### config.mk
export PLATFORM = sky130hd
export DESIGN_NAME = rx_chan_monitor
export DESIGN_NICKNAME = d
export VERILOG_FILES = /design/src/rtl/rx_chan_monitor.sv
export SDC_FILE = /design/constraint.sdc
export NUM_CORES = 1
export LEC_CHECK = 0
export ABC_CLOCK_PERIOD_IN_PS = 10650
export BUFFER_PORTS_ARGS = -buffer_cell sky130_fd_sc_hd__clkbuf_2
export CAP_MARGIN = 20
export CORE_MARGIN = 4
export CORE_UTILIZATION = 58
export CTS_CLUSTER_DIAMETER = 60
export DETAILED_ROUTE_END_ITERATION = 10
export GPL_ROUTABILITY_DRIVEN = 0
export MAX_ROUTING_LAYER = met4
export PLACE_DENSITY = 0.81
export RECOVER_POWER = 25
export SLEW_MARGIN = 10
export SYNTH_ARGS = -nofsm -noshare
export SYNTH_HDL_FRONTEND = slang
export SYNTH_SLANG_ARGS = --single-unit
### constraint.sdc
create_clock -name clk -period 10.65 [get_ports clk]
set_input_delay 1.065 -clock clk [delete_from_list [all_inputs] [get_ports clk]]
set_output_delay 1.065 -clock clk [all_outputs]
set_load 0.03 [all_outputs]
### src/rtl/rx_chan_monitor.sv
module rx_chan_monitor #(
  parameter int COLS  = 90,
  parameter int ROWS  = 9,
  parameter int CNT_W = 16,
  parameter int SKW_W = 8
) (
  input  logic                    clk,
  input  logic                    rst_n,
  input  logic                    sts48_mode,
  input  logic                    dscr_en,
  input  logic                    prov,
  input  logic                    ais_sel,
  input  logic                    oof_in,
  input  logic                    los_in,
  input  logic signed [SKW_W-1:0] skew,
  input  logic [7:0]              din,
  input  logic                    sof_in,
  input  logic                    cnt_rd,
  output logic [7:0]              dout,
  output logic                    sof_out,
  output logic                    oof_alm,
  output logic                    los_alm,
  output logic                    ooa_alm,
  output logic                    b1_err,
  output logic [CNT_W-1:0]        b1_cnt
);

  localparam int F48 = ROWS * COLS * 48;
  localparam int F12 = ROWS * COLS * 12;
  localparam int PW  = $clog2(F48 + 1);
  localparam logic [PW-1:0] PMAX = '1;

  function automatic logic [14:0] scr_step(input logic [6:0] s);
    logic [7:0] k;
    logic [6:0] t;
    t = s;
    for (int i = 7; i >= 0; i--) begin
      k[i] = t[6];
      t    = {t[5:0], t[6] ^ t[5]};
    end
    return {k, t};
  endfunction

  logic [PW-1:0] pos_q, cur, flen, row_len, toh;
  logic [6:0]    lfsr_q, lfsr_nx;
  logic [7:0]    key, dsc, acc_q, par_q, mism;
  logic          pv_q, ok_q, failed, in_frm, scr_zone, chk, ooa;
  logic [3:0]    inc;
  logic [CNT_W-1:0] base;
  logic [CNT_W:0]   sum;
  logic signed [SKW_W:0] skx, lim;

  assign flen    = sts48_mode ? PW'(F48) : PW'(F12);
  assign row_len = sts48_mode ? PW'(COLS * 48) : PW'(COLS * 12);
  assign toh     = sts48_mode ? PW'(144) : PW'(36);

  assign cur      = sof_in ? '0 : ((pos_q == PMAX) ? PMAX : pos_q + 1'b1);
  assign in_frm   = cur < flen;
  assign scr_zone = in_frm && (cur >= toh);

  assign {key, lfsr_nx} = scr_step(lfsr_q);
  assign dsc    = din ^ ((dscr_en && scr_zone) ? key : 8'h00);
  assign failed = oof_in | los_in | ~prov;

  assign chk  = (cur == row_len) && pv_q && !failed;
  assign mism = chk ? (dsc ^ par_q) : 8'h00;
  assign inc  = 4'($countones(mism));
  assign base = cnt_rd ? '0 : b1_cnt;
  assign sum  = {1'b0, base} + (CNT_W+1)'(inc);

  assign skx = {skew[SKW_W-1], skew};
  assign lim = sts48_mode ? (SKW_W+1)'(24) : (SKW_W+1)'(12);
  assign ooa = (skx > lim) || (skx < -lim);

  always_ff @(posedge clk) begin
    if (!rst_n) begin
      pos_q   <= PMAX;
      lfsr_q  <= '1;
      acc_q   <= '0;
      par_q   <= '0;
      pv_q    <= 1'b0;
      ok_q    <= 1'b0;
      dout    <= '0;
      sof_out <= 1'b0;
      oof_alm <= 1'b0;
      los_alm <= 1'b0;
      ooa_alm <= 1'b0;
      b1_err  <= 1'b0;
      b1_cnt  <= '0;
    end else begin
      pos_q <= cur;
      if (in_frm && cur == toh - 1'b1) lfsr_q <= '1;
      else if (scr_zone)               lfsr_q <= lfsr_nx;
      acc_q <= sof_in ? din : (acc_q ^ din);
      if (sof_in) par_q <= acc_q;
      if (failed)      pv_q <= 1'b0;
      else if (sof_in) pv_q <= ok_q && (pos_q == flen - 1'b1);
      ok_q    <= failed ? 1'b0 : (sof_in ? 1'b1 : ok_q);
      dout    <= failed ? {8{ais_sel}} : dsc;
      sof_out <= sof_in;
      oof_alm <= oof_in & prov;
      los_alm <= los_in & prov;
      ooa_alm <= ooa & ~failed;
      b1_err  <= |mism;
      b1_cnt  <= sum[CNT_W] ? '1 : sum[CNT_W-1:0];
    end
  end

endmodule

==> impl_metrics.json <==
{
  "status": "finished, violations left",
  "violations": "max-capacitance violations, max-slew violations",
  "grt_pass1_vias": 3520,
  "holdWs_ns": 0.479,
  "postCtsSetupBuffers": 0,
  "hold_buffers": 0,
  "top_layer_used": "met4",
  "cts_resized": 0,
  "vias_per_cell": 5.87,
  "drt_first_pass_iters": 5,
  "min_path_type": "reg -> reg",
  "power_density_mw_per_mm2": 149,
  "drc_errors": 0,
  "antenna_cells": 0,
  "grt-ovfl-total": 0,
  "clk_latency_ns": 0.36,
  "core_mm2": 0.00691,
  "cp_data_arrival_time_ns": 8.90,
  "cp.required_ns": 10.95,
  "grt_pass1_wl_mm": 16.8,
  "drtAntennaViolNets": 0,
  "cp-end-kind": "register",
  "fin_worst_skew_ns": 0.00856,
  "port_buffers": 54,
  "synthDistinctLibCells": 55,
  "dr_wl_met2_mm": 4.66,
  "fin_tns_setup_ns": 0,
  "die_x_um": 92.9,
  "crit_path_max_fanout": 35,
  "finalCriticalPeriod_ns": 8.60,
  "pre_cts_ws_ns": 1.75,
  "synth_edf_count": 0,
  "p_leak_nw": 1.99,
  "vias": 3707,
  "yosysWarnings": 0,
  "wl_met3_um": 517,
  "n_fill_cell": 559,
  "drt_iter0_drc": 166,
  "utilization_pct": 68.5,
  "grt_usage_pct": 25.0,
  "totalWireLength_mm": 10.0,
  "cts.sink_count": 70,
  "dp_hpwl_mm": 7.20,
  "synth_seq_cells": 70,
  "ys_seq_area_share_pct": 33.5,
  "syn2layout_area_growth_pct": 13.1,
  "fp-row-count": 30,
  "ctsRootBufferMaster": "clkbuf_8",
  "cts_buffers": 9,
  "synth.avg_cell_area_um2": 8.61,
  "max_freq_mhz": 116,
  "htreeDepth": 3,
  "setup_ws_ns": 2.05,
  "synthesis.nets": 538,
  "cap_violations": 1,
  "grt_max_degree": 56,
  "critPathKind": "in -> reg",
  "final_max_slew_viol_count": 56,
  "drive_gt1_share_pct": 14.4,
  "clockBufferDepth": 2,
  "tightest_slew_ns": 2.11,
  "relSlewSlack_pct": -40.5,
  "cts_tree": "yes",
  "ys.flop_type": "dfxtp_1",
  "setup_viol": 0,
  "period_share_pct": 80.7,
  "start_util_pct": 60.6,
  "met1_length_mm": 4.63,
  "vdd_drop_max_v": 0.000115,
  "rsz0062_at_grt": "false",
  "synth-async-reset-ratio_pct": 0,
  "die_y_um": 92.9,
  "avgRoutedWirePerCell_um": 15.9,
  "ioPinCount": 55,
  "startpoint_type": "primary input",
  "dieArea_mm2": 0.00864,
  "syn_inst": 486,
  "grt_antenna_before_repair": 0,
  "syn_area_mm2": 0.00419,
  "nets": 583,
  "finalHoldViolations": 0,
  "path_clk_slew_ns": 0.08
}
flip-flops by register name, indices dropped and copies added (netlist names), 7 cells and up:
name / cells
acc_q: 8
b1_cnt: 16
dout: 8
lfsr_q: 7
par_q: 8
pos_q: 16
worst max-delay path, cell delays in order:
cell	delay, ns
clkbuf_2	0.57
inv_1	0.45
nand2_1	0.19
ha_1	0.26
and3_1	0.19
a221oi_2	0.25
a2bb2oi_1	0.09
o31a_1	0.30
o311a_1	0.43
nand3_1	0.15
xor2_1	0.24
xnor2_1	0.15
nand2b_1	0.12
fa_1	0.53
fa_1	0.55
inv_1	0.06
fa_1	0.57
fa_1	0.22
fa_1	0.21
a21o_1	0.12
a21oi_1	0.13
nor3b_1	0.38
and3_1	0.28
nand3_1	0.11
nor3_1	0.81
buf_4	0.29
o21a_1	0.14
layer usage:
layer  vias up  track usage, %
met5         -               -
met4         0            10.7
met3        22            5.85
met2       130            37.1
met1      1738            32.7
li1       1817               -
cell usage after synthesis (9+ instances only):
cell	count	area, um2
xnor2_1	37	324
o211ai_1	9	67.6
mux2i_1	9	90.1
ha_1	21	263
a21oi_1	16	80.1
nor2_1	23	86.3
nand3_1	18	90.1
and3_1	9	56.3
o21a_1	16	120
inv_1	12	45.0
dfxtp_1	70	1400
nor4_1	10	62.6
nand2b_1	9	56.3
nand2_1	49	184
and2_1	11	68.8
clkbuf_1	16	60.1
xor2_1	14	123
nor2b_1	18	113
o21ai_0	31	155
nand4_1	12	75.1
through the flow:
stage,cell area [um2],power (mW),std cells
after floorplan,4190,0.410,486
after global placement,4500,0.439,616
after detailed placement,4500,0.443,616
after CTS,4750,0.706,632
after global routing,4730,0.738,632
final,4730,0.705,632
cells by family after synthesis:
logic type,Yosys count,synth area share [%]
xor gates and xnor gates,51,10.7
DFF,70,33.5
buffers and inverters,36,3.59
AOI/OAI and AO/OA,101,16.1
muxes,9,2.15
adders and majority gates,26,8.67
and+or+nand+nor,193,25.4
final timing paths:
kind / end / slack, ns / startpoint / depth (start not counted)
max: b1_cnt[4] / 2.05 / sof_in / 27
min: pv_q / 0.48 / pv_q / 2
max reg2reg: b1_cnt[4] / 2.06 / pos_q[0] / 28
min reg2reg: pv_q / 0.48 / pv_q / 2
cells in the final DEF (no fill, tap or decap), types with 3 or more instances in the layout:
master / count
a21o_1: 4
a21oi_1: 16
a31oi_1: 5
and2_1: 11
and3_1: 9
buf_4: 3
bufinv_16: 3
clkbuf_1: 11
clkbuf_2: 45
clkbuf_8: 10
dfxtp_1: 70
fa_1: 5
ha_1: 21
inv_1: 12
mux2i_1: 9
nand2_1: 49
nand2b_1: 9
nand3_1: 18
nand4_1: 12
nor2_1: 23
nor2b_1: 18
nor3_1: 8
nor3b_1: 3
nor4_1: 10
o211ai_1: 9
o21a_1: 16
o21ai_0: 31
o311a_1: 3
or3_1: 6
xnor2_1: 37
xor2_1: 14
report_power, final:
group / leakage [nW] / internal [mW] / switching, mW
Sequential: 0.578 / 0.280 / 0.0234
Combinational: 1.29 / 0.0595 / 0.0768
Clock: 0.120 / 0.162 / 0.103
Total: 1.99 / 0.502 / 0.203
cell type report:
| type | instances | area, um2 | area share, % |
|---|---|---|---|
| multi-input combinational | 380 | 2630 | 55.6 |
| sequential | 70 | 1400 | 29.6 |
| timing repair buffer | 58 | 285 | 6.03 |
| clock buffer | 11 | 141 | 2.99 |
| tap | 96 | 120 | 2.54 |
| clock inverter | 5 | 106 | 2.25 |
| inverter | 12 | 45.0 | 0.952 |
No activity file was read; power rests on OpenSTA's default activity.
